$ cat config.mk
export PLATFORM = sky130hd
export DESIGN_NAME = cfg_hdr_parser
export DESIGN_NICKNAME = d
export VERILOG_FILES = /design/src/rtl/cfg_hdr_pkg.sv /design/src/rtl/cfg_hdr_fields.sv /design/src/rtl/cfg_lut_scan.sv /design/src/rtl/cfg_size_unpack.sv /design/src/rtl/cfg_hdr_parser.sv
export SDC_FILE = /design/constraint.sdc
export NUM_CORES = 1
export LEC_CHECK = 0
export ABC_AREA = 1
export BUFFER_PORTS_ARGS = -buffer_cell sky130_fd_sc_hd__buf_2
export CELL_PAD_IN_SITES_DETAIL_PLACEMENT = 0
export CELL_PAD_IN_SITES_GLOBAL_PLACEMENT = 1
export CORE_ASPECT_RATIO = 1.1
export CORE_MARGIN = 5
export CORE_UTILIZATION = 49
export CTS_CLUSTER_SIZE = 20
export DETAILED_ROUTE_END_ITERATION = 10
export GPL_TIMING_DRIVEN = 0
export PLACE_DENSITY_LB_ADDON = 0.1
export SYNTH_ARGS = -nofsm -noshare
export SYNTH_HDL_FRONTEND = slang
export SYNTH_SLANG_ARGS = --single-unit
$ cat constraint.sdc
create_clock -name clk -period 6 [get_ports clk]
set_clock_uncertainty 0.2 [all_clocks]
set_input_delay 0 -clock clk [delete_from_list [all_inputs] [get_ports clk]]
set_output_delay 0 -clock clk [all_outputs]
set_load 0.1 [all_outputs]
$ cat src/rtl/cfg_hdr_pkg.sv
package cfg_hdr_pkg;

  // Record walk progress
  typedef enum logic [1:0] {
    SC_IDLE = 2'd0,   // waiting for the record count byte
    SC_WALK = 2'd1,   // stepping through records
    SC_HIT  = 2'd2,   // both offsets found
    SC_MISS = 2'd3    // records exhausted or count was zero
  } scan_state_t;

  // Component count field is two bytes wide
  localparam int CNT_W = 16;

endpackage

$ cat src/rtl/cfg_hdr_fields.sv
module cfg_hdr_fields
  import cfg_hdr_pkg::*;
#(
  parameter int OFF_W   = 32,
  parameter int LEN_POS = 24,
  parameter int CNT_POS = 55,
  parameter int MIN_HDR = 71
) (
  input  logic             clk,
  input  logic             rst,
  input  logic             take,
  input  logic [7:0]       data,
  input  logic [OFF_W-1:0] idx,
  output logic [7:0]       base_len,
  output logic             base_good,
  output logic             base_bad,
  output logic [CNT_W-1:0] comp_cnt,
  output logic             cnt_ok
);

  localparam logic [OFF_W-1:0] LEN_AT  = OFF_W'(LEN_POS);
  localparam logic [OFF_W-1:0] CNT_LO  = OFF_W'(CNT_POS);
  localparam logic [OFF_W-1:0] CNT_HI  = OFF_W'(CNT_POS + 1);
  localparam logic [7:0]       HDR_MIN = 8'(MIN_HDR);

  logic base_ok;

  always_ff @(posedge clk) begin
    if (rst) begin
      base_len <= '0;
      base_ok  <= 1'b0;
      comp_cnt <= '0;
      cnt_ok   <= 1'b0;
    end else if (take) begin
      if (idx == LEN_AT) begin
        base_len <= data;
        base_ok  <= 1'b1;
      end
      if (idx == CNT_LO) comp_cnt[7:0] <= data;
      if (idx == CNT_HI) begin
        comp_cnt[15:8] <= data;
        cnt_ok         <= 1'b1;
      end
    end
  end

  assign base_bad  = base_ok && (base_len < HDR_MIN);
  assign base_good = base_ok && !(base_len < HDR_MIN);

endmodule

$ cat src/rtl/cfg_lut_scan.sv
module cfg_lut_scan
  import cfg_hdr_pkg::*;
#(
  parameter int OFF_W     = 32,
  parameter int REC_BYTES = 9,
  parameter int ID_BS     = 8,
  parameter int ID_TBL    = 5
) (
  input  logic             clk,
  input  logic             rst,
  input  logic             take,
  input  logic [7:0]       data,
  input  logic [OFF_W-1:0] idx,
  input  logic [7:0]       base_len,
  input  logic             base_good,
  output scan_state_t      state,
  output logic [OFF_W-1:0] bs_off,
  output logic [OFF_W-1:0] tbl_off,
  output logic             tbl_known,
  output logic             tbl_bad
);

  localparam int OFF_BYTES = OFF_W / 8;
  localparam int POS_W     = $clog2(REC_BYTES);
  localparam logic [POS_W-1:0] P_ID   = '0;
  localparam logic [POS_W-1:0] P_LAST = POS_W'(OFF_BYTES);
  localparam logic [POS_W-1:0] P_END  = POS_W'(REC_BYTES - 1);

  logic [OFF_W-1:0] rec_at;
  logic [OFF_W-1:0] off_sr;
  logic [OFF_W-1:0] full_off;
  logic [7:0]       nrec, rcnt, id_r;
  logic [POS_W-1:0] pos;
  logic             have_bs;
  logic             is_bs, is_tbl, got_both;

  assign rec_at   = {{(OFF_W-8){1'b0}}, base_len} - {{(OFF_W-1){1'b0}}, 1'b1};
  assign full_off = {data, off_sr[OFF_W-1:8]};
  assign is_bs    = (id_r == 8'(ID_BS));
  assign is_tbl   = (id_r == 8'(ID_TBL));
  assign got_both = (have_bs || is_bs) && (tbl_known || is_tbl);

  always_ff @(posedge clk) begin
    if (rst) begin
      state     <= SC_IDLE;
      nrec      <= '0;
      rcnt      <= '0;
      id_r      <= '0;
      pos       <= '0;
      off_sr    <= '0;
      bs_off    <= '0;
      tbl_off   <= '0;
      have_bs   <= 1'b0;
      tbl_known <= 1'b0;
      tbl_bad   <= 1'b0;
    end else if (take) begin
      case (state)
        SC_IDLE: begin
          if (base_good && idx == rec_at) begin
            nrec  <= data;
            rcnt  <= '0;
            pos   <= P_ID;
            state <= (data == 8'd0) ? SC_MISS : SC_WALK;
          end
        end
        SC_WALK: begin
          if (pos == P_ID) id_r <= data;
          else if (pos <= P_LAST) off_sr <= full_off;
          if (pos == P_LAST) begin
            if (is_bs) begin
              bs_off  <= full_off;
              have_bs <= 1'b1;
            end
            if (is_tbl) begin
              tbl_off   <= full_off;
              tbl_known <= 1'b1;
              tbl_bad   <= (full_off <= idx);
            end
            if (got_both)                      state <= SC_HIT;
            else if (rcnt == nrec - 8'd1)      state <= SC_MISS;
          end
          if (pos == P_END) begin
            pos  <= P_ID;
            rcnt <= rcnt + 8'd1;
          end else begin
            pos <= pos + 1'b1;
          end
        end
        default: ;
      endcase
    end
  end

endmodule

$ cat src/rtl/cfg_size_unpack.sv
module cfg_size_unpack
  import cfg_hdr_pkg::*;
#(
  parameter int OFF_W  = 32,
  parameter int SIZE_W = 22,
  parameter int SUM_W  = 40
) (
  input  logic             clk,
  input  logic             rst,
  input  logic             take,
  input  logic [7:0]       data,
  input  logic [OFF_W-1:0] idx,
  input  logic             tbl_known,
  input  logic [OFF_W-1:0] tbl_off,
  input  logic [CNT_W-1:0] comp_cnt,
  input  logic             cnt_ok,
  output logic [SUM_W-1:0] sum,
  output logic             complete
);

  localparam int ACC_W = SIZE_W + 7;
  localparam int NB_W  = $clog2(ACC_W + 1);
  localparam logic [NB_W-1:0] NB_SIZE = NB_W'(SIZE_W);
  localparam logic [NB_W-1:0] NB_BYTE = NB_W'(8);

  logic [ACC_W-1:0] acc, wide;
  logic [NB_W-1:0]  nb, nb_sum;
  logic [CNT_W-1:0] emitted;
  logic             feed;

  assign feed   = take && tbl_known && (idx >= tbl_off) && (emitted != comp_cnt);
  assign wide   = acc | (ACC_W'(data) << nb);
  assign nb_sum = nb + NB_BYTE;

  always_ff @(posedge clk) begin
    if (rst) begin
      acc     <= '0;
      nb      <= '0;
      emitted <= '0;
      sum     <= '0;
    end else if (feed) begin
      if (nb_sum >= NB_SIZE) begin
        sum     <= sum + SUM_W'(wide[SIZE_W-1:0]);
        acc     <= wide >> SIZE_W;
        nb      <= nb_sum - NB_SIZE;
        emitted <= emitted + 1'b1;
      end else begin
        acc <= wide;
        nb  <= nb_sum;
      end
    end
  end

  assign complete = cnt_ok && (emitted == comp_cnt);

endmodule

$ cat src/rtl/cfg_hdr_parser.sv
module cfg_hdr_parser
  import cfg_hdr_pkg::*;
#(
  parameter int OFF_W      = 32,
  parameter int SIZE_W     = 22,
  parameter int SUM_W      = 40,
  parameter int FRAME_LOG2 = 4,
  parameter int LEN_POS    = 24,
  parameter int CNT_POS    = 55,
  parameter int MIN_HDR    = 71,
  parameter int REC_BYTES  = 9,
  parameter int ID_BS      = 8,
  parameter int ID_TBL     = 5,
  localparam int LEN_W     = SUM_W + FRAME_LOG2
) (
  input  logic             clk,
  input  logic             rst,
  input  logic             s_valid,
  input  logic [7:0]       s_data,
  output logic             s_ready,
  output logic [OFF_W-1:0] bs_start,
  output logic [LEN_W-1:0] payload_len,
  output logic             done,
  output logic             err
);

  logic [OFF_W-1:0] idx;
  logic             take, fin;
  logic [7:0]       base_len;
  logic             base_good, base_bad, cnt_ok, tbl_known, tbl_bad, complete;
  logic [CNT_W-1:0] comp_cnt;
  logic [OFF_W-1:0] bs_off, tbl_off;
  logic [SUM_W-1:0] sum;
  scan_state_t      scan_st;
  logic             err_now, done_now;

  assign s_ready = !fin;
  assign take    = s_valid && s_ready;

  always_ff @(posedge clk) begin
    if (rst)       idx <= '0;
    else if (take) idx <= idx + 1'b1;
  end

  cfg_hdr_fields #(
    .OFF_W(OFF_W), .LEN_POS(LEN_POS), .CNT_POS(CNT_POS), .MIN_HDR(MIN_HDR)
  ) u_fields (
    .clk(clk), .rst(rst), .take(take), .data(s_data), .idx(idx),
    .base_len(base_len), .base_good(base_good), .base_bad(base_bad),
    .comp_cnt(comp_cnt), .cnt_ok(cnt_ok)
  );

  cfg_lut_scan #(
    .OFF_W(OFF_W), .REC_BYTES(REC_BYTES), .ID_BS(ID_BS), .ID_TBL(ID_TBL)
  ) u_scan (
    .clk(clk), .rst(rst), .take(take), .data(s_data), .idx(idx),
    .base_len(base_len), .base_good(base_good), .state(scan_st),
    .bs_off(bs_off), .tbl_off(tbl_off), .tbl_known(tbl_known), .tbl_bad(tbl_bad)
  );

  cfg_size_unpack #(
    .OFF_W(OFF_W), .SIZE_W(SIZE_W), .SUM_W(SUM_W)
  ) u_unpack (
    .clk(clk), .rst(rst), .take(take), .data(s_data), .idx(idx),
    .tbl_known(tbl_known), .tbl_off(tbl_off), .comp_cnt(comp_cnt),
    .cnt_ok(cnt_ok), .sum(sum), .complete(complete)
  );

  assign err_now  = base_bad || (scan_st == SC_MISS) || tbl_bad;
  assign done_now = (scan_st == SC_HIT) && complete;

  always_ff @(posedge clk) begin
    if (rst) begin
      fin         <= 1'b0;
      done        <= 1'b0;
      err         <= 1'b0;
      bs_start    <= '0;
      payload_len <= '0;
    end else begin
      done <= 1'b0;
      if (!fin) begin
        if (err_now) begin
          err <= 1'b1;
          fin <= 1'b1;
        end else if (done_now) begin
          done        <= 1'b1;
          fin         <= 1'b1;
          bs_start    <= bs_off;
          payload_len <= {sum, {FRAME_LOG2{1'b0}}};
        end
      end
    end
  end

endmodule

Word-level counts from Yosys, hierarchy flattened
Index checks and enable logic that the tools add are counted.
{"block": "totals", "output_inout_bits": 79, "wordCells": 115, "in_bits": 11, "regBits": 352}
{"block": "op_classes", "n_mux": 17, "addsub": 9, "n_reduce_logical": 35, "magnitude_cmp": 5, "eq_ne": 18, "shift": 1, "bitwise_logic": 4}
{"operator": "$eq A32 B6 Y1 const B", "n": 2}
{"operator": "$add A40 B22 Y40", "n": 1}
{"operator": "$add A32 B1 Y32 const B", "n": 1}
{"operator": "$eq A32 B32 Y1", "n": 1}
{"operator": "$eq A32 B5 Y1 const B", "n": 1}
{"operator": "$ge A32 B32 Y1", "n": 1}
{"operator": "$le A32 B32 Y1", "n": 1}
{"operator": "$mux W29", "n": 1}
{"operator": "$or A29 B29 Y29", "n": 1}
{"operator": "$shl A8 B5 Y29", "n": 1}
{"operator": "$add A16 B1 Y16 const B", "n": 1}
{"operator": "$eq A16 B16 Y1", "n": 1}
{"operator": "$mux W8", "n": 2}
{"operator": "$ne A16 B16 Y1", "n": 1}
{"operator": "$pmux W8 S2", "n": 1}
{"operator": "$reduce_and A4 Y1", "n": 4}
{"operator": "$reduce_and A3 Y1", "n": 4}
{"operator": "$logic_and A1 B1 Y1", "n": 10}
{"operator": "$mux W2", "n": 5}
{"operator": "$reduce_and A2 Y1", "n": 5}
{"operator": "$sub A8 B1 Y9 const B", "n": 1}
{"operator": "$add A8 B1 Y8 const B", "n": 1}
{"operator": "$eq A8 B3 Y1 const B", "n": 1}
{"operator": "$eq A8 B4 Y1 const B", "n": 1}
{"operator": "other kinds (28)", "n": 40}

Logic depth before layout (Yosys ltp)
{"block": "depth", "depth_word": 6, "ltp_mapped": 23, "mapped_depth_nobuf": 22}

By module
A second synthesis with hierarchy kept.
{"block": "hier_totals", "hier_cells": 2973, "area_unflattened_um2": 19463.7}
{"module": "cfg_size_unpack", "area_each_um2": 7627.3, "cells_each": 1284, "instances": 1}
{"module": "cfg_lut_scan", "area_each_um2": 6080.8, "cells_each": 865, "instances": 1}
{"module": "cfg_hdr_parser", "area_each_um2": 4434.3, "cells_each": 621, "instances": 1}
{"module": "cfg_hdr_fields", "area_each_um2": 1321.3, "cells_each": 203, "instances": 1}

Worst setup path after synthesis
No wires, ideal clock.
{"block": "synth_path", "path_kind": "reg2reg", "startpoint": "register u_unpack.nb[1]", "endpoint": "register u_unpack.sum[39]", "period_less_slack_ps": 3143, "arrival_time_ps": 2828, "stages_incl_launch_ff": 22, "required_ps": 5685, "slack_ps": 2857, "setup_ps": 115, "path_cell_list": "dfxtp_1 buf_2 buf_2 o21ai_0 nor2_1 a31oi_1 o22ai_1 or2_2 ha_1 nand2_1 nor2_1 inv_1 nor2_1 inv_1 nor3_1 nand2_1 nand2_1 nand2_1 nor3_1 nand3_1 nand2_1 nor2_1"}
{"block": "synth_via", "elab_chain_len": 3, "word_cells_on_any_way": 6, "cone_classes": "add/sub: 2; order compare: 1; shift: 1; bitwise: 1; reduce/logical: 1"}
{"element": "start, declared", "line": "cfg_size_unpack.sv:27", "source": "logic [NB_W-1:0] nb, nb_sum;"}
{"element": "start signal, assigned", "line": "cfg_size_unpack.sv:45", "source": "nb <= nb_sum - NB_SIZE;"}
{"element": "start signal, assigned", "line": "cfg_size_unpack.sv:49", "source": "nb <= nb_sum;"}
{"element": "$shl A8 B5 Y29 or $add A5 B4 Y5 (tied branches)", "line": "cfg_size_unpack.sv:32, cfg_size_unpack.sv:33"}
{"element": "$or A29 B29 Y29 or $ge A5 B5 Y1 (tied branches)", "line": "cfg_size_unpack.sv:32, cfg_size_unpack.sv:42"}
{"element": "$add A40 B22 Y40 or $reduce_and A2 Y1 (tied branches)"}
{"element": "end signal, assigned", "line": "cfg_size_unpack.sv:43", "source": "sum <= sum + SUM_W'(wide[SIZE_W-1:0]);"}
{"element": "end, declared", "line": "cfg_size_unpack.sv:17", "source": "output logic [SUM_W-1:0] sum,"}
Several ways; a longest one is shown, not always the timed one.
A chain may end at the register's enable or synchronous reset.

Final worst setup path
{"block": "layout_path", "startpoint": "register u_unpack.nb[1]", "endpoint": "register u_unpack.sum[25]"}
Same word-level chain as after synthesis.

==> results.tsv <==
stage	metric	value	unit
status	status	finished, final reports clean	
clock_tree	H-tree levels	2	
die	Die X	194	µm
setup_path	Critical-path top delay cell	o21ai_0	
clock_tree	cts repair resizes	0	
clock_tree	Clock Path Buffers	3	
route	Routed WL per cell	18.4	µm
die	Die Area	41100	µm²
place	number of buffers added on ports	85	
logic_synthesis	top_reg_cell synth	dfxtp_1	
finish	footprint of the multi-input gates	9780	µm²
flow_run	max_cap viols	0	
clock_tree	clock transition at the registers of the reported paths	60	ps
sta	Least-Margin Pin Slew	1100	ps
sta	final setup fails	0	
logic_synthesis	Synth cell types	56	
die	io pins	90	
logic_synthesis	simple-gate area share of the yosys netlist	24.4	%
logic_synthesis	top cells by area, synth	dfxtp_1, nand2_1, a21oi_1, o21ai_0, ha_1	
global_route	initial antenna violation count	1	
clock_tree	CTS buffer count	39	
setup_path	critical path type	reg2reg	
clock_tree	Post-CTS Repair Setup Buffers	0	
logic_synthesis	Synth warnings	0	
finish	final net count	2836	
die	Starting Density	49.3	%
place	hpwl dp	46.1	mm
setup_path	largest delay contributor family on the critical path	simple AND/OR/NAND/NOR gates	
route	Routed Antenna Nets	0	
setup_path	Crit. End Element	register	
clock_tree	CTS root buffer	clkbuf_16	
route	via count	17600	
route	Residual DRC	0	
setup_path	Critical Path Max Stage Delay	590	ps
finish	Layout fillers	3651	
route	DRT Wirelength	59.9	mm
logic_synthesis	Seq/Total Area, Yosys	37.7	%
logic_synthesis	xor/xnor share of the synthesized area	3.59	%
global_route	first-pass GRT wire length	93.1	mm
global_route	vias in the first global route	17000	
sta	setup_tns	0	ps
logic_synthesis	Synth area leader	dfxtp_1	
logic_synthesis	count leader, synth	nand2_1	
place	routability cong.	0.930	
logic_synthesis	compound-gate portion of the synthesized area	18.8	%
setup_path	Buf+Inv Stages, Crit Path	5	
finish	layout cells sized above 1	9.25	%
route	Starting DRT DRC Count	960	
global_route	GRT Util Overall	28.3	%
power_and_ir_drop	peak supply drop	0.239	mV
die	die height	212	µm
logic_synthesis	Yosys reg bits	343	
logic_synthesis	Adder-Cell Fraction of Synth Area	6.84	%
logic_synthesis	Synth Cell Area	18200	µm²
power_and_ir_drop	overall power	5.00	mW
setup_path	Setup crit start kind	register	
sta	Max Slew Vio Count	0	
finish	Area Growth Syn to Fin	13.9	%
finish	n_diodes	0	
die	Row Count	74	
sta	min Tclk post-route	4120	ps
logic_synthesis	largest family of logic cells by synthesized area	simple AND/OR/NAND/NOR gates	
logic_synthesis	asr flop ratio synth	0	%
logic_synthesis	mux share of post-synthesis cell area	0.0550	%
setup_path	CP Data Arrival Time	4390	ps
route	DR pass1 iterations	7	
logic_synthesis	post-synth top area share	37.7	%
logic_synthesis	Post-synth EDFFs	0	
route	Vias/cell	5.42	
die	Core ar.	36900	µm²
finish	register area	6870	µm²
clock_tree	clk_lat worst skew	550	ps
logic_synthesis	synthesized instance count	2587	
setup_path	CP required	6270	ps
sta	RSZ-0062 raised after global routing	no	
setup_path	Critical Path Fanout Max	10	
power_and_ir_drop	Pwr per Cell Area	241	nW/µm²
global_route	gr ovfl total	0	
sta	fin crit share	68.7	%
setup_path	Critical Path, Cell by Cell	buf_2 -> buf_2 -> o21ai_0 -> inv_1 -> nor2_1 -> inv_1 -> o21ai_0 -> nand2_1 -> nand2_1 -> ha_1 -> nand2_1 -> nor2_1 -> inv_1 -> nor3_1 -> nand2_1 -> nand2_1 -> nand2_1 -> nand2_1 -> nand2_1 -> nand2_1 -> xor2_1 -> nand2_1 -> a21oi_1	
logic_synthesis	Mean Syn Cell Area	7.04	µm²
setup_path	most frequent CP cell	nand2_1	
logic_synthesis	Synth top cells by count	nand2_1, dfxtp_1, nor2_1	
power_and_ir_drop	leakage power	8.84	nW
sta	slew margin rel.	26.5	%
clock_tree	clock sink count	343	
sta	Fmax achieved	243	MHz
global_route	largest net degree at the start of global routing	14	
sta	Final Hold Vio Count	0	
hold_path	Hold Crit Class	reg2reg	
clock_tree	CTS tree	built	
## what timing repair did
item,4_1_cts,5_1_grt
setup endpoints to repair,0,0
hold endpoints to repair,84,0
hold buffers,10,0
## stage by stage
step           instances  hold slack [ps]  cell area [µm²]  utilization, %  worst slack, ps
3_5_place_dp        3169              240            19300            52.1             1980
5_1_grt             3250              269            20700            56.1             1610
6_report            3250              246            20700            56.1             1880
2_1_floorplan       2590            -51.3            18200               -             2860
3_3_place_gp        3169              232            19300            52.1             2020
4_1_cts             3250              249            20700            56.1             1970
## logic make-up (layout without fill, tap and decap cells)
family / Yosys count / count (layout)
compound gates: 661 / 661
xor+xnor: 73 / 73
fa+ha+maj: 99 / 99
buf+inv: 378 / 544
flops: 343 / 343
mux: 1 / 1
other cells: 1 / 4
simple gates: 1031 / 1031
## report_power, final
group	switching [mW]	internal (mW)	leakage (nW)	total [mW]
logic	0.135	0.0416	5.40	0.176
clock network	1.00	1.54	0.679	2.54
registers	0.00244	2.28	2.76	2.28
total	1.14	3.86	8.84	5.00
## routing by layer
layer	track usage, %	wire (µm)
met5	0	0
met1	33.0	24500
met4	13.8	3200
met3	3.61	2680
met2	51.6	29500
## registers in the layout, indices dropped and copies added (netlist names), 8 cells and up
name,count
payload_len,40
u_unpack.sum,40
bs_start,32
idx,32
u_scan.bs_off,32
u_scan.tbl_off,32
u_unpack.acc,29
u_scan.off_sr,24
u_fields.comp_cnt,16
u_unpack.emitted,16
u_fields.base_len,8
u_scan.id_r,8
u_scan.nrec,8
u_scan.rcnt,8
## path summary, 6_finish.rpt
kind | startpoint | end | slack, ps | cells after the start
worst max-delay path | u_unpack.nb[1]$_SDFFE_PP0P_ | u_unpack.sum[25]$_SDFFE_PP0P_ | 1880 | 23
worst min register to register | u_unpack.acc[18]$_SDFFE_PP0P_ | u_unpack.acc[18]$_SDFFE_PP0P_ | 250 | 2
worst min-delay path | u_unpack.acc[18]$_SDFFE_PP0P_ | u_unpack.acc[18]$_SDFFE_PP0P_ | 250 | 2
worst max register to register | u_unpack.nb[1]$_SDFFE_PP0P_ | u_unpack.sum[25]$_SDFFE_PP0P_ | 1880 | 23
## layout make-up
type / instances / share of cell area (%)
Sequential cell: 343 / 33.1
Buffer: 109 / 2.70
Multi-Input combinational cell: 1869 / 47.2
Clock buffer: 56 / 5.65
Tap cell: 494 / 2.98
Timing Repair Buffer: 95 / 2.53
Inverter: 269 / 4.87
Clock inverter: 15 / 0.983
## worst min-delay path, delay by kind of cell, from the launching register on
family | cells | cell delay (ps)
buffers and inverters | 1 | 40
AO/OA/AOI/OAI | 1 | 50
flip-flops | 1 | 300
## placed cells by master (no fill, tap or decap), drive strengths merged, types with 2 or more instances in the layout
master and instances:
buf 130, xnor2 25, clkbuf 120, o21a 7
nand3 97, o211ai 6, clkinv 8, xor2 47
bufinv 4, dfxtp 343, nand3b 2, conb 4
a211oi 10, or2 24, o22ai 7, and3 2
nor3b 2, a31oi 5, nand2 466, a21o 4
inv 271, and2 2, nor3 52, a21oi 311
ha 98, dlygate4sd3 10, nor2 321, o21ai 300
nand4 47, o21bai 7, nor4 15
Power figures use the tool's default switching activity.
